$ cat config.mk
export PLATFORM = sky130hd
export DESIGN_NAME = tflip_agen
export DESIGN_NICKNAME = d
export VERILOG_FILES = /design/src/rtl/tflip_pkg.sv /design/src/rtl/tflip_cfg_check.sv /design/src/rtl/tflip_scan.sv /design/src/rtl/tflip_addr_map.sv /design/src/rtl/tflip_agen.sv
export SDC_FILE = /design/constraint.sdc
export NUM_CORES = 2
export LEC_CHECK = 0
export ABC_AREA = 1
export ABC_CLOCK_PERIOD_IN_PS = 8180
export BUFFER_PORTS_ARGS = -buffer_cell sky130_fd_sc_hd__buf_2
export CAP_MARGIN = 10
export CORE_UTILIZATION = 65
export CTS_CLUSTER_SIZE = 8
export DETAILED_ROUTE_END_ITERATION = 7
export MAX_ROUTING_LAYER = met4
export PLACE_DENSITY = 0.84
export SETUP_SLACK_MARGIN = 0.02
export SLEW_MARGIN = 5
export SYNTH_ARGS = -nofsm -noshare
export SYNTH_HDL_FRONTEND = slang
export SYNTH_SLANG_ARGS = --single-unit
$ cat constraint.sdc
create_clock -name clk -period 8.18 [get_ports clk]
set_clock_uncertainty 0.15 [all_clocks]
set_input_delay 0.409 -clock clk [delete_from_list [all_inputs] [get_ports clk]]
set_output_delay 0.409 -clock clk [all_outputs]
set_load 0.01 [all_outputs]
$ cat src/rtl/tflip_pkg.sv
package tflip_pkg;

  typedef enum logic [1:0] {
    FLIP_NONE = 2'b00,
    FLIP_COLS = 2'b01,
    FLIP_ROWS = 2'b10,
    FLIP_BOTH = 2'b11
  } flip_mode_e;

  function automatic logic cols_mirrored(flip_mode_e m);
    return m[0];
  endfunction

  function automatic logic rows_mirrored(flip_mode_e m);
    return m[1];
  endfunction

endpackage

$ cat src/rtl/tflip_cfg_check.sv
module tflip_cfg_check #(
  parameter int DIM_W = 16,
  parameter int TW_LG = 8,
  parameter int TH_LG = 7
) (
  input  logic [DIM_W-1:0] frame_w,
  input  logic [DIM_W-1:0] frame_h,
  output logic             dims_ok,
  output logic [DIM_W-1:0] tiles_x_m1,
  output logic [DIM_W-1:0] tiles_y_m1
);

  logic [DIM_W-1:0] tiles_x;
  logic [DIM_W-1:0] tiles_y;

  always_comb begin
    tiles_x    = frame_w >> TW_LG;
    tiles_y    = frame_h >> TH_LG;
    tiles_x_m1 = tiles_x - 1'b1;
    tiles_y_m1 = tiles_y - 1'b1;
    dims_ok    = (frame_w[TW_LG-1:0] == '0) && (frame_h[TH_LG-1:0] == '0) &&
                 (tiles_x != '0) && (tiles_y != '0);
  end

endmodule

$ cat src/rtl/tflip_scan.sv
module tflip_scan #(
  parameter int DIM_W = 16,
  parameter int GRP_W = 3,
  parameter int ROW_W = 7
) (
  input  logic             clk,
  input  logic             rst_n,
  input  logic             load,
  input  logic             step,
  input  logic [DIM_W-1:0] tiles_x_m1,
  input  logic [DIM_W-1:0] tiles_y_m1,
  output logic             active,
  output logic [GRP_W-1:0] grp,
  output logic [ROW_W-1:0] row,
  output logic [DIM_W-1:0] tcol,
  output logic [DIM_W-1:0] trow,
  output logic             buf_sel,
  output logic             done
);

  localparam logic [GRP_W-1:0] GRP_LAST = {GRP_W{1'b1}};
  localparam logic [ROW_W-1:0] ROW_LAST = {ROW_W{1'b1}};

  logic grp_end, tile_end, col_end, frame_end;

  always_comb begin
    grp_end   = (grp == GRP_LAST);
    tile_end  = grp_end && (row == ROW_LAST);
    col_end   = tile_end && (tcol == tiles_x_m1);
    frame_end = col_end && (trow == tiles_y_m1);
  end

  always_ff @(posedge clk) begin
    if (!rst_n) begin
      active  <= 1'b0;
      grp     <= '0;
      row     <= '0;
      tcol    <= '0;
      trow    <= '0;
      buf_sel <= 1'b0;
      done    <= 1'b0;
    end else begin
      done <= 1'b0;
      if (load) begin
        active  <= 1'b1;
        grp     <= '0;
        row     <= '0;
        tcol    <= '0;
        trow    <= '0;
        buf_sel <= 1'b0;
      end else if (step && active) begin
        grp <= grp + 1'b1;
        if (grp_end) begin
          row <= row + 1'b1;
        end
        if (tile_end) begin
          buf_sel <= ~buf_sel;
          tcol    <= col_end ? '0 : tcol + 1'b1;
        end
        if (col_end) begin
          trow <= trow + 1'b1;
        end
        if (frame_end) begin
          active <= 1'b0;
          done   <= 1'b1;
        end
      end
    end
  end

  AST_BUF_FLIPS_AT_TILE_END: assert property (@(posedge clk) disable iff (!rst_n)
    (step && active && tile_end && !load) |=> (buf_sel != $past(buf_sel)));

  AST_DONE_SINGLE: assert property (@(posedge clk) disable iff (!rst_n)
    done |=> !done);

endmodule

$ cat src/rtl/tflip_addr_map.sv
module tflip_addr_map
  import tflip_pkg::*;
#(
  parameter int DIM_W   = 16,
  parameter int ADDR_W  = 32,
  parameter int TW_LG   = 8,
  parameter int TH_LG   = 7,
  parameter int LANE_LG = 5,
  parameter int GRP_W   = TW_LG - LANE_LG,
  parameter int ROW_W   = TH_LG
) (
  input  logic              clk,
  input  logic              rst_n,
  input  logic              valid,
  input  flip_mode_e        mode,
  input  logic [DIM_W-1:0]  frame_w,
  input  logic [DIM_W-1:0]  tiles_x_m1,
  input  logic [DIM_W-1:0]  tiles_y_m1,
  input  logic [ADDR_W-1:0] src_base,
  input  logic [ADDR_W-1:0] dst_base,
  input  logic [GRP_W-1:0]  grp,
  input  logic [ROW_W-1:0]  row,
  input  logic [DIM_W-1:0]  tcol,
  input  logic [DIM_W-1:0]  trow,
  output logic [ADDR_W-1:0] src_addr,
  output logic [ADDR_W-1:0] dst_addr,
  output logic              lane_rev
);

  localparam logic [ADDR_W-1:0] LANE_MASK = ADDR_W'((1 << LANE_LG) - 1);

  logic              hflip, vflip;
  logic [DIM_W-1:0]  src_tcol, src_trow;
  logic [GRP_W-1:0]  dst_grp;
  logic [ROW_W-1:0]  dst_row;
  logic [ADDR_W-1:0] width_a;
  logic [ADDR_W-1:0] src_y, src_x, dst_y, dst_x;

  always_comb begin
    hflip    = cols_mirrored(mode);
    vflip    = rows_mirrored(mode);
    // tile grid mirror: source tile chosen from the destination position
    src_tcol = hflip ? (tiles_x_m1 - tcol) : tcol;
    src_trow = vflip ? (tiles_y_m1 - trow) : trow;
    // in-tile mirror: the all-ones maximum makes the complement the reversed index
    dst_grp  = hflip ? ~grp : grp;
    dst_row  = vflip ? ~row : row;
    width_a  = ADDR_W'(frame_w);
    src_y    = (ADDR_W'(src_trow) << TH_LG) + ADDR_W'(row);
    src_x    = (ADDR_W'(src_tcol) << TW_LG) + (ADDR_W'(grp) << LANE_LG);
    dst_y    = (ADDR_W'(trow) << TH_LG) + ADDR_W'(dst_row);
    dst_x    = (ADDR_W'(tcol) << TW_LG) + (ADDR_W'(dst_grp) << LANE_LG);
    src_addr = src_base + src_y * width_a + src_x;
    dst_addr = dst_base + dst_y * width_a + dst_x;
    lane_rev = hflip;
  end

  AST_DST_GROUP_ALIGNED: assert property (@(posedge clk) disable iff (!rst_n)
    valid |-> (((dst_addr - dst_base) & LANE_MASK) == '0));

  AST_SRC_GROUP_ALIGNED: assert property (@(posedge clk) disable iff (!rst_n)
    valid |-> (((src_addr - src_base) & LANE_MASK) == '0));

endmodule

$ cat src/rtl/tflip_agen.sv
module tflip_agen
  import tflip_pkg::*;
#(
  parameter int DIM_W  = 16,
  parameter int ADDR_W = 32,
  parameter int TILE_W = 256,
  parameter int TILE_H = 128,
  parameter int LANES  = 32
) (
  input  logic              clk,
  input  logic              rst_n,
  input  logic              start,
  input  logic [1:0]        mode,
  input  logic [DIM_W-1:0]  frame_w,
  input  logic [DIM_W-1:0]  frame_h,
  input  logic [ADDR_W-1:0] src_base,
  input  logic [ADDR_W-1:0] dst_base,
  output logic              out_valid,
  input  logic              out_ready,
  output logic [ADDR_W-1:0] src_addr,
  output logic [ADDR_W-1:0] dst_addr,
  output logic              lane_rev,
  output logic              buf_sel,
  output logic              done,
  output logic              cfg_err
);

  localparam int TW_LG   = $clog2(TILE_W);
  localparam int TH_LG   = $clog2(TILE_H);
  localparam int LANE_LG = $clog2(LANES);
  localparam int GRP_W   = TW_LG - LANE_LG;
  localparam int ROW_W   = TH_LG;

  logic              dims_ok;
  logic [DIM_W-1:0]  tx_m1_in, ty_m1_in;
  logic [DIM_W-1:0]  tx_m1_q, ty_m1_q, fw_q;
  logic [ADDR_W-1:0] sbase_q, dbase_q;
  flip_mode_e        mode_q;
  logic              active, accept, load, fire;
  logic [GRP_W-1:0]  grp;
  logic [ROW_W-1:0]  row;
  logic [DIM_W-1:0]  tcol, trow;

  tflip_cfg_check #(
    .DIM_W(DIM_W), .TW_LG(TW_LG), .TH_LG(TH_LG)
  ) u_cfg (
    .frame_w    (frame_w),
    .frame_h    (frame_h),
    .dims_ok    (dims_ok),
    .tiles_x_m1 (tx_m1_in),
    .tiles_y_m1 (ty_m1_in)
  );

  always_comb begin
    accept    = start && !active;
    load      = accept && dims_ok;
    out_valid = active;
    fire      = active && out_ready;
  end

  always_ff @(posedge clk) begin
    if (!rst_n) begin
      cfg_err <= 1'b0;
      mode_q  <= FLIP_NONE;
      fw_q    <= '0;
      tx_m1_q <= '0;
      ty_m1_q <= '0;
      sbase_q <= '0;
      dbase_q <= '0;
    end else if (accept) begin
      cfg_err <= !dims_ok;
      if (dims_ok) begin
        mode_q  <= flip_mode_e'(mode);
        fw_q    <= frame_w;
        tx_m1_q <= tx_m1_in;
        ty_m1_q <= ty_m1_in;
        sbase_q <= src_base;
        dbase_q <= dst_base;
      end
    end
  end

  tflip_scan #(
    .DIM_W(DIM_W), .GRP_W(GRP_W), .ROW_W(ROW_W)
  ) u_scan (
    .clk        (clk),
    .rst_n      (rst_n),
    .load       (load),
    .step       (fire),
    .tiles_x_m1 (tx_m1_q),
    .tiles_y_m1 (ty_m1_q),
    .active     (active),
    .grp        (grp),
    .row        (row),
    .tcol       (tcol),
    .trow       (trow),
    .buf_sel    (buf_sel),
    .done       (done)
  );

  tflip_addr_map #(
    .DIM_W(DIM_W), .ADDR_W(ADDR_W), .TW_LG(TW_LG), .TH_LG(TH_LG),
    .LANE_LG(LANE_LG), .GRP_W(GRP_W), .ROW_W(ROW_W)
  ) u_map (
    .clk        (clk),
    .rst_n      (rst_n),
    .valid      (out_valid),
    .mode       (mode_q),
    .frame_w    (fw_q),
    .tiles_x_m1 (tx_m1_q),
    .tiles_y_m1 (ty_m1_q),
    .src_base   (sbase_q),
    .dst_base   (dbase_q),
    .grp        (grp),
    .row        (row),
    .tcol       (tcol),
    .trow       (trow),
    .src_addr   (src_addr),
    .dst_addr   (dst_addr),
    .lane_rev   (lane_rev)
  );

  AST_HOLD_UNDER_STALL: assert property (@(posedge clk) disable iff (!rst_n)
    (out_valid && !out_ready) |=> (out_valid && $stable(src_addr) && $stable(dst_addr)));

  AST_DONE_AFTER_TAKE: assert property (@(posedge clk) disable iff (!rst_n)
    done |-> $past(out_valid && out_ready));

  AST_DONE_IDLE: assert property (@(posedge clk) disable iff (!rst_n)
    done |-> !out_valid);

  AST_ERR_NO_STREAM: assert property (@(posedge clk) disable iff (!rst_n)
    cfg_err |-> !out_valid);

  AST_BUSY_IGNORES_START: assert property (@(posedge clk) disable iff (!rst_n)
    (start && out_valid) |=> ($stable(mode_q) && $stable(fw_q) && $stable(dbase_q)));

endmodule

# ---- Word level (Yosys, flattened, before mapping)
# Index checks and enable logic that the tools add are counted.
dict set report word_totals {
  register_bits 160
  in_bits 102
}
dict set report op_classes {
  add_sub_neg 16
  n_mul 2
  eq_ne 4
  n_mux 9
  bitwise 5
  reduce_logical 25
}
# cell count
set op_table {}
lappend op_table {{32-bit adder} 3}
lappend op_table {{24-bit by 8-bit adder with 25-bit output} 2}
lappend op_table {{23-bit by 7-bit adder with 24-bit output} 2}
lappend op_table {{16-bit two-way mux} 3}
lappend op_table {{16-bit by 1-bit adder with 16-bit output (second input constant)} 2}
lappend op_table {{32-bit by 25-bit adder with 32-bit output} 1}
lappend op_table {{16-bit == test} 2}
lappend op_table {{24-bit by 16-bit multiplier with 32-bit output} 1}
lappend op_table {{32-bit by 16-bit multiplier with 32-bit output} 1}
lappend op_table {{16-bit nonzero test} 2}
lappend op_table {{16-bit subtractor} 2}
lappend op_table {{1-bit logical AND} 10}
lappend op_table {{2-bit AND reduction} 5}
lappend op_table {{9-bit by 1-bit subtractor with 10-bit output (second input constant)} 1}
lappend op_table {{8-bit by 1-bit subtractor with 9-bit output (second input constant)} 1}
lappend op_table {{8-bit logical NOT} 1}
lappend op_table {{7-bit by 1-bit adder with 7-bit output (second input constant)} 1}
lappend op_table {{7-bit == test (second input constant)} 1}
lappend op_table {{7-bit logical NOT} 1}
lappend op_table {{7-bit two-way mux} 1}
lappend op_table {{7-bit inverter} 1}
lappend op_table {{1-bit two-way mux} 4}
lappend op_table {{2-bit nonzero test} 2}
lappend op_table {{3-bit by 1-bit adder with 3-bit output (second input constant)} 1}
lappend op_table {{other kinds (7)} 10}

# ---- Depth between registers and ports, before layout
dict set report logic_depth {
  ltp_word 7
  depth_mapped 46
  ltp_nobuf 44
}

# ---- Cells and area by module
# A second synthesis with hierarchy kept.
dict set report unflattened {
  cells_unflattened 4669
  area_unflattened_um2 34179.0
}
# module n_inst cells_per_inst area_per_inst_um2 seq_area_each_um2
set by_module_without_submodules {}
lappend by_module_without_submodules {tflip_addr_map 1 3364 25958.6 0.0}
lappend by_module_without_submodules {tflip_agen 1 731 4717.0 2302.2}
lappend by_module_without_submodules {tflip_scan 1 478 3002.9 900.9}
lappend by_module_without_submodules {tflip_cfg_check 1 96 500.5 0.0}

# ---- Least setup slack after synthesis
# No wires, ideal clock.
dict set report synth_path {
  path_kind {reg-to-output}
  startpoint {register u_scan.trow[3]}
  endpoint {output src_addr[26]}
  arrival_time_ns 6.761
  required_ns 7.621
  path_slack_ns 0.860
  path_stages_with_launch 34
  n_path_buf 1
  cell_sequence {dfxtp_1 clkbuf_1 inv_1 ha_1 nand2_1 nor2_1 nand2_1 nand3_1 nand2_1 nand2_1 xnor2_1 nand2_1 o21ai_1 nor2_1 fa_1 inv_1 fa_1 fa_1 fa_1 inv_1 fa_1 inv_1 fa_1 inv_1 ha_1 a21oi_1 o21a_1 o21ai_0 a21oi_1 o21bai_1 a21o_1 nand3_1 nand2_1 xor2_1}
}
dict set report synth_between {
  elab_chain_len 6
}
# item line
set synth_rtl {}
lappend synth_rtl {{from (decl)} tflip_scan.sv:16} ;# output logic [DIM_W-1:0] trow,
lappend synth_rtl {{from (signal assigned)} tflip_scan.sv:61} ;# trow <= trow + 1'b1;
lappend synth_rtl {{16-bit subtractor} tflip_addr_map.sv:44} ;# src_trow = vflip ? (tiles_y_m1 - trow) : trow;
lappend synth_rtl {{16-bit two-way mux *} tflip_addr_map.sv:44}
lappend synth_rtl {{23-bit by 7-bit adder with 24-bit output *} tflip_addr_map.sv:49} ;# src_y = (ADDR_W'(src_trow) << TH_LG) + ADDR_W'(row);
lappend synth_rtl {{32-bit by 16-bit multiplier with 32-bit output *} tflip_addr_map.sv:53} ;# src_addr = src_base + src_y * width_a + src_x;
lappend synth_rtl {{32-bit adder * (2 in series)} tflip_addr_map.sv:53}
lappend synth_rtl {{to (decl)} tflip_agen.sv:20} ;# output logic [ADDR_W-1:0] src_addr,
# Mark *: on every way between the ends. The rest lies on a longest branch, timed or not.

# ---- Worst setup path in the final report
dict set report layout_path {
  startpoint {register ty_m1_q[0]}
  endpoint {output src_addr[31]}
}
dict set report layout_between {
  elab_chain_len 6
}
# item line
set layout_rtl {}
lappend layout_rtl {{from (decl)} tflip_agen.sv:36} ;# logic [DIM_W-1:0] tx_m1_q, ty_m1_q, fw_q;
lappend layout_rtl {{from (signal assigned)} tflip_agen.sv:76} ;# ty_m1_q <= ty_m1_in;
lappend layout_rtl {{16-bit subtractor} tflip_addr_map.sv:44}
lappend layout_rtl {{16-bit two-way mux} tflip_addr_map.sv:44}
lappend layout_rtl {{23-bit by 7-bit adder with 24-bit output} tflip_addr_map.sv:49}
lappend layout_rtl {{32-bit by 16-bit multiplier with 32-bit output} tflip_addr_map.sv:53}
lappend layout_rtl {{32-bit adder (2 in series)} tflip_addr_map.sv:53}
# Every way passes these cells.

==> tab_implementation.tex <==
\begin{tabular}{lr}
\hline
Metric & Value \\
\hline
\multicolumn{2}{l}{\textbf{Clock tree}} \\
\quad H-tree Lvls & 4 \\
\quad Clock buffers created by TritonCTS & 17 \\
\quad Maximum clock path buffer count & 2 \\
\quad CTS root buf & sky130\_fd\_sc\_hd\_\_clkbuf\_16 \\
\quad Clk sinks & 147 \\
\quad Clock transition at the registers of the reported paths & 80 ps \\
\quad Clock tree from TritonCTS & done \\
\quad Clock latency of the later-clocked register in the worst-skew pair & 490 ps \\
\multicolumn{2}{l}{\textbf{Timing}} \\
\quad Share of the cycle needed by the critical path after routing & 97.5\% \\
\quad Worst slew margin relative to its limit & between 30 and 40\% \\
\quad Number of endpoints failing setup at the final stage & 0 \\
\quad Least-Margin Pin Slew & 1020 ps \\
\quad Number of pins with negative max-slew slack in the final report & 0 \\
\quad Endpoints failing hold & 0 \\
\quad Fmax achieved & 125 MHz \\
\quad RSZ-0062 raised after global routing & true \\
\quad Final-layout worst hold slack & 14.1 ps \\
\quad Shortest period the worst path allows & 7980 ps \\
\multicolumn{2}{l}{\textbf{Floorplanning}} \\
\quad Die extent in x & 223 um \\
\quad Effective utilization at floorplan & 66.2\% \\
\quad Floorplan row count & 80 \\
\quad Core ar. & 0.0478 mm\^{}2 \\
\quad Die area & 0.0496 mm\^{}2 \\
\quad Top Ports & 171 \\
\quad Vertical die dimension & 223 um \\
\multicolumn{2}{l}{\textbf{Setup path}} \\
\quad Crit-path most repeated cell & sky130\_fd\_sc\_hd\_\_inv\_1 \\
\quad Worst-case register-to-register setup slack & between 5000 and 6000 ps \\
\quad Worst EP arrival & 7420 ps \\
\quad Critical setup path kind & reg -> out \\
\quad Maximum fanout along the worst path & 5 \\
\quad Required arrival time at the worst endpoint & 7620 ps \\
\quad Slowest stage delay, CP & between 500 and 600 ps \\
\quad Cells on worst reg2reg path & 13 \\
\quad Endpoint of the lowest-slack register-to-register path & u\_scan.trow[8] \\
\quad Cell type of the slowest stage on the worst timing path & sky130\_fd\_sc\_hd\_\_fa\_1 \\
\quad Crit Reg-Reg Startpoint & u\_scan.tcol[10] \\
\quad Capturing element type of the critical path & output port \\
\quad Startpoint type of the worst setup path & register \\
\multicolumn{2}{l}{\textbf{Synth}} \\
\quad Synth Flop Type & sky130\_fd\_sc\_hd\_\_dfxtp\_1 \\
\quad Post-Synth Adder-Cell Area & 49.0\% \\
\quad Yosys warnings & 0 \\
\quad Post-Synth XOR/XNOR Area & between 3 and 4\% \\
\quad Post-synthesis mux area share & 0\% \\
\quad Most used standard cell by instance count after synthesis & sky130\_fd\_sc\_hd\_\_inv\_1 \\
\quad Synth top area cells & sky130\_fd\_sc\_hd\_\_fa\_1 41\%, sky130\_fd\_sc\_hd\_\_inv\_1 13\%, sky130\_fd\_sc\_hd\_\_nand2\_1 11\%, sky130\_fd\_sc\_hd\_\_dfxtp\_1 9.3\%, sky130\_fd\_sc\_hd\_\_ha\_1 8.2\% \\
\quad Syn nets & 5,047 \\
\quad Top post-synthesis cells by count & 1,106 x sky130\_fd\_sc\_hd\_\_inv\_1, 899 x sky130\_fd\_sc\_hd\_\_nand2\_1, 646 x sky130\_fd\_sc\_hd\_\_fa\_1, 277 x sky130\_fd\_sc\_hd\_\_nor2\_1, 207 x sky130\_fd\_sc\_hd\_\_ha\_1 \\
\quad Flop and latch count out of synthesis & between 100 and 150 \\
\quad Mean instance size in the synthesized netlist & between 7 and 8 um\^{}2 \\
\quad Count of flip-flops with a built-in enable after synthesis & 0 \\
\quad Share of the synthesized area in the top cell type & 40.8\% \\
\quad Asr flop ratio synth & 0\% \\
\quad Dominant combinational cell family by area after synthesis & adder cells \\
\quad Share of the yosys chip area belonging to registers & 9.30\% \\
\quad Complex-gate fraction of the synthesized area & 5.02\% \\
\quad Number of different library cells in the post-synthesis netlist & 54 \\
\quad Library cell with the largest summed area after synthesis & sky130\_fd\_sc\_hd\_\_fa\_1 \\
\quad Area of the mapped netlist & 0.0317 mm\^{}2 \\
\quad Share of synthesized cell area in and, or, nand and nor gates & 18.1\% \\
\quad Cell count after synthesis & about 4,100 \\
\multicolumn{2}{l}{\textbf{Placed design}} \\
\quad Estimated wirelength of the detail-placed design & 72,400 um \\
\quad Port Buf Inserts & 170 \\
\quad Placed Cells & 4,789 \\
\quad Routability-driven placement congestion ratio & 1.02 \\
\quad Standard cell area after detailed placement & 0.0332 mm\^{}2 \\
\multicolumn{2}{l}{\textbf{Power}} \\
\quad Tot Pwr & 1630 uW \\
\quad Peak VDD IR & 134 uV \\
\quad Leakage dissipation & between 0.015 and 0.02 uW \\
\quad Pwr per Cell Area & 46.6 mW/mm\^{}2 \\
\multicolumn{2}{l}{\textbf{Routing}} \\
\quad Number of iterations in the first detailed-routing pass & 8 \\
\quad Count of antenna-violating nets left after detailed routing & 0 \\
\quad Total number of vias & 27,468 \\
\quad Detailed router's first-iteration violation count & 2,696 \\
\quad Post-detailed-route via-to-cell ratio & 5.62 \\
\quad Number of remaining DRC errors & 0 \\
\quad Total routed wirelength & 92,500 um \\
\quad Final routed wire length divided by cell count & 18.9 um \\
\multicolumn{2}{l}{\textbf{Global route}} \\
\quad Largest net degree at the start of global routing & 86 \\
\quad Sum of overflow across all layers after global routing & 0 \\
\quad Global-route wire length before repair & 144,000 um \\
\quad Initial antenna violation count & 2 \\
\quad Via count of the first global-routing pass & 27,832 \\
\quad Global-route total usage across every layer & 39.2\% \\
\multicolumn{2}{l}{\textbf{Layout}} \\
\quad Layout Utilization & 73.0\% \\
\quad P\&R area growth vs syn & 10.4\% \\
\quad Final design instance area without fill & 0.0349 mm\^{}2 \\
\quad Total of fill cells in the finished design & $\sim$3,600 \\
\quad Layout Nets & around 5,200 \\
\quad Post-route insts no fill & 4,886 \\
\quad Share of post-route cells with drive strength above 1 & 10.2\% \\
\multicolumn{2}{l}{\textbf{Min path}} \\
\quad Worst min-delay path category & in -> reg \\
\quad Min-Delay Startpoint & dst\_base[29] \\
\quad Destination of the worst hold path & dbase\_q[29] \\
\quad Worst hold stages & 3 \\
\multicolumn{2}{l}{\textbf{Status}} \\
\quad Result of the run & completed \\
\multicolumn{2}{l}{\textbf{Run}} \\
\quad Max Cap Viol & 0 \\
\hline
\end{tabular}
-- critical path, delay by kind of cell, from the launching register on --
kind | cells | cell delay, ps
AOI/OAI and AO/OA | 1 | 120
and+or+nand+nor | 21 | 1870
DFF | 1 | 310
adders and majority gates | 9 | 3920
buffers and inverters | 11 | 710
-- final cells by class --
class | instances | area (um^2) | share of cell area [%]
Multi-Input combinational cell | 2668 | 24400 | 69.9
Inverter | 1118 | 4220 | 12.1
Sequential cell | 147 | 2950 | 8.44
Timing Repair Buffer | 301 | 1940 | 5.56
Tap cell | 615 | 769 | 2.20
Clock buffer | 17 | 425 | 1.22
Clock inverter | 15 | 180 | 0.516
Antenna cell | 4 | 10.0 | 0.0286
Timing Repair inverter | 1 | 5.00 | 0.0143
-- worst max-delay path by stage --
stage,endpoint,depth (start not counted),start
3_3_place_gp,src_addr[31],38,ty_m1_q[0]
3_5_place_dp,src_addr[26],33,ty_m1_q[0]
4_1_cts,src_addr[26],33,ty_m1_q[0]
2_1_floorplan,src_addr[26],33,u_scan.trow[3]
5_1_grt,src_addr[31],42,ty_m1_q[0]
6_report,src_addr[31],42,ty_m1_q[0]
-- flip-flops by register name, indices dropped and copies added, names as in the netlist, 7 cells and up --
signal	count
u_scan.trow	16
dbase_q	32
ty_m1_q	10
fw_q	16
u_scan.tcol	16
sbase_q	32
u_scan.row	7
tx_m1_q	9
-- through the flow --
stage          setup TNS (ps)  setup WS (ps)
2_1_floorplan               0            860
3_3_place_gp                0            467
3_5_place_dp                0            287
4_1_cts                     0           28.7
5_1_grt                  -161           -161
6_report                    0            201
-- repair_timing --
| item | in CTS | in global routing |
|---|---|---|
| endpoints found under the hold margin | 33 | 0 |
| cloned | 0 | 1 |
| endpoints found under the setup margin | 6 | 16 |
| buffers inserted | 2 | 25 |
| resized for setup | 15 | 126 |
| pin swaps | 2 | 21 |
| hold buffers | 33 | 0 |
-- power by group --
group	switching (uW)	internal [uW]
sequential	0.161	715
clock	420	414
combinational	44.7	34.1
total	465	1160
-- placed cells by master, fill, tap and decap left out, types with 8 or more instances in the layout --
cell	n
sky130_fd_sc_hd__clkbuf_16	17
sky130_fd_sc_hd__nand2_1	888
sky130_fd_sc_hd__nor2_1	271
sky130_fd_sc_hd__dlygate4sd3_1	33
sky130_fd_sc_hd__buf_2	170
sky130_fd_sc_hd__xor2_1	83
sky130_fd_sc_hd__nand3_1	134
sky130_fd_sc_hd__ha_4	19
sky130_fd_sc_hd__nor3_1	20
sky130_fd_sc_hd__buf_4	93
sky130_fd_sc_hd__a21oi_2	12
sky130_fd_sc_hd__a21oi_1	97
sky130_fd_sc_hd__o22ai_1	8
sky130_fd_sc_hd__inv_2	15
sky130_fd_sc_hd__inv_1	1091
sky130_fd_sc_hd__nand2_2	10
sky130_fd_sc_hd__o21a_1	9
sky130_fd_sc_hd__fa_1	643
sky130_fd_sc_hd__ha_2	8
sky130_fd_sc_hd__nand4_1	24
sky130_fd_sc_hd__o21ai_2	10
sky130_fd_sc_hd__dfxtp_1	145
sky130_fd_sc_hd__xnor2_1	36
sky130_fd_sc_hd__o21ai_0	109
sky130_fd_sc_hd__ha_1	180
-- cell families (layout without fill, tap and decap cells) --
family | count (synthesis) | in the layout
simple gates | 1404 | 1404
xor+xnor | 120 | 120
fa+ha+maj | 853 | 853
flops | 147 | 147
other cells | 0 | 4
compound gates | 291 | 291
buf+inv | 1277 | 1452
-- per-layer routing --
metal	part of all wire (%)	global-route usage, %	vias up
met5	0	-	-
met1	38	49.6	13335
met3	11	8.38	327
li1	-	-	12198
met4	5.6	19.0	0
met2	45	60.1	1608
(Power assumes the default switching activity.)
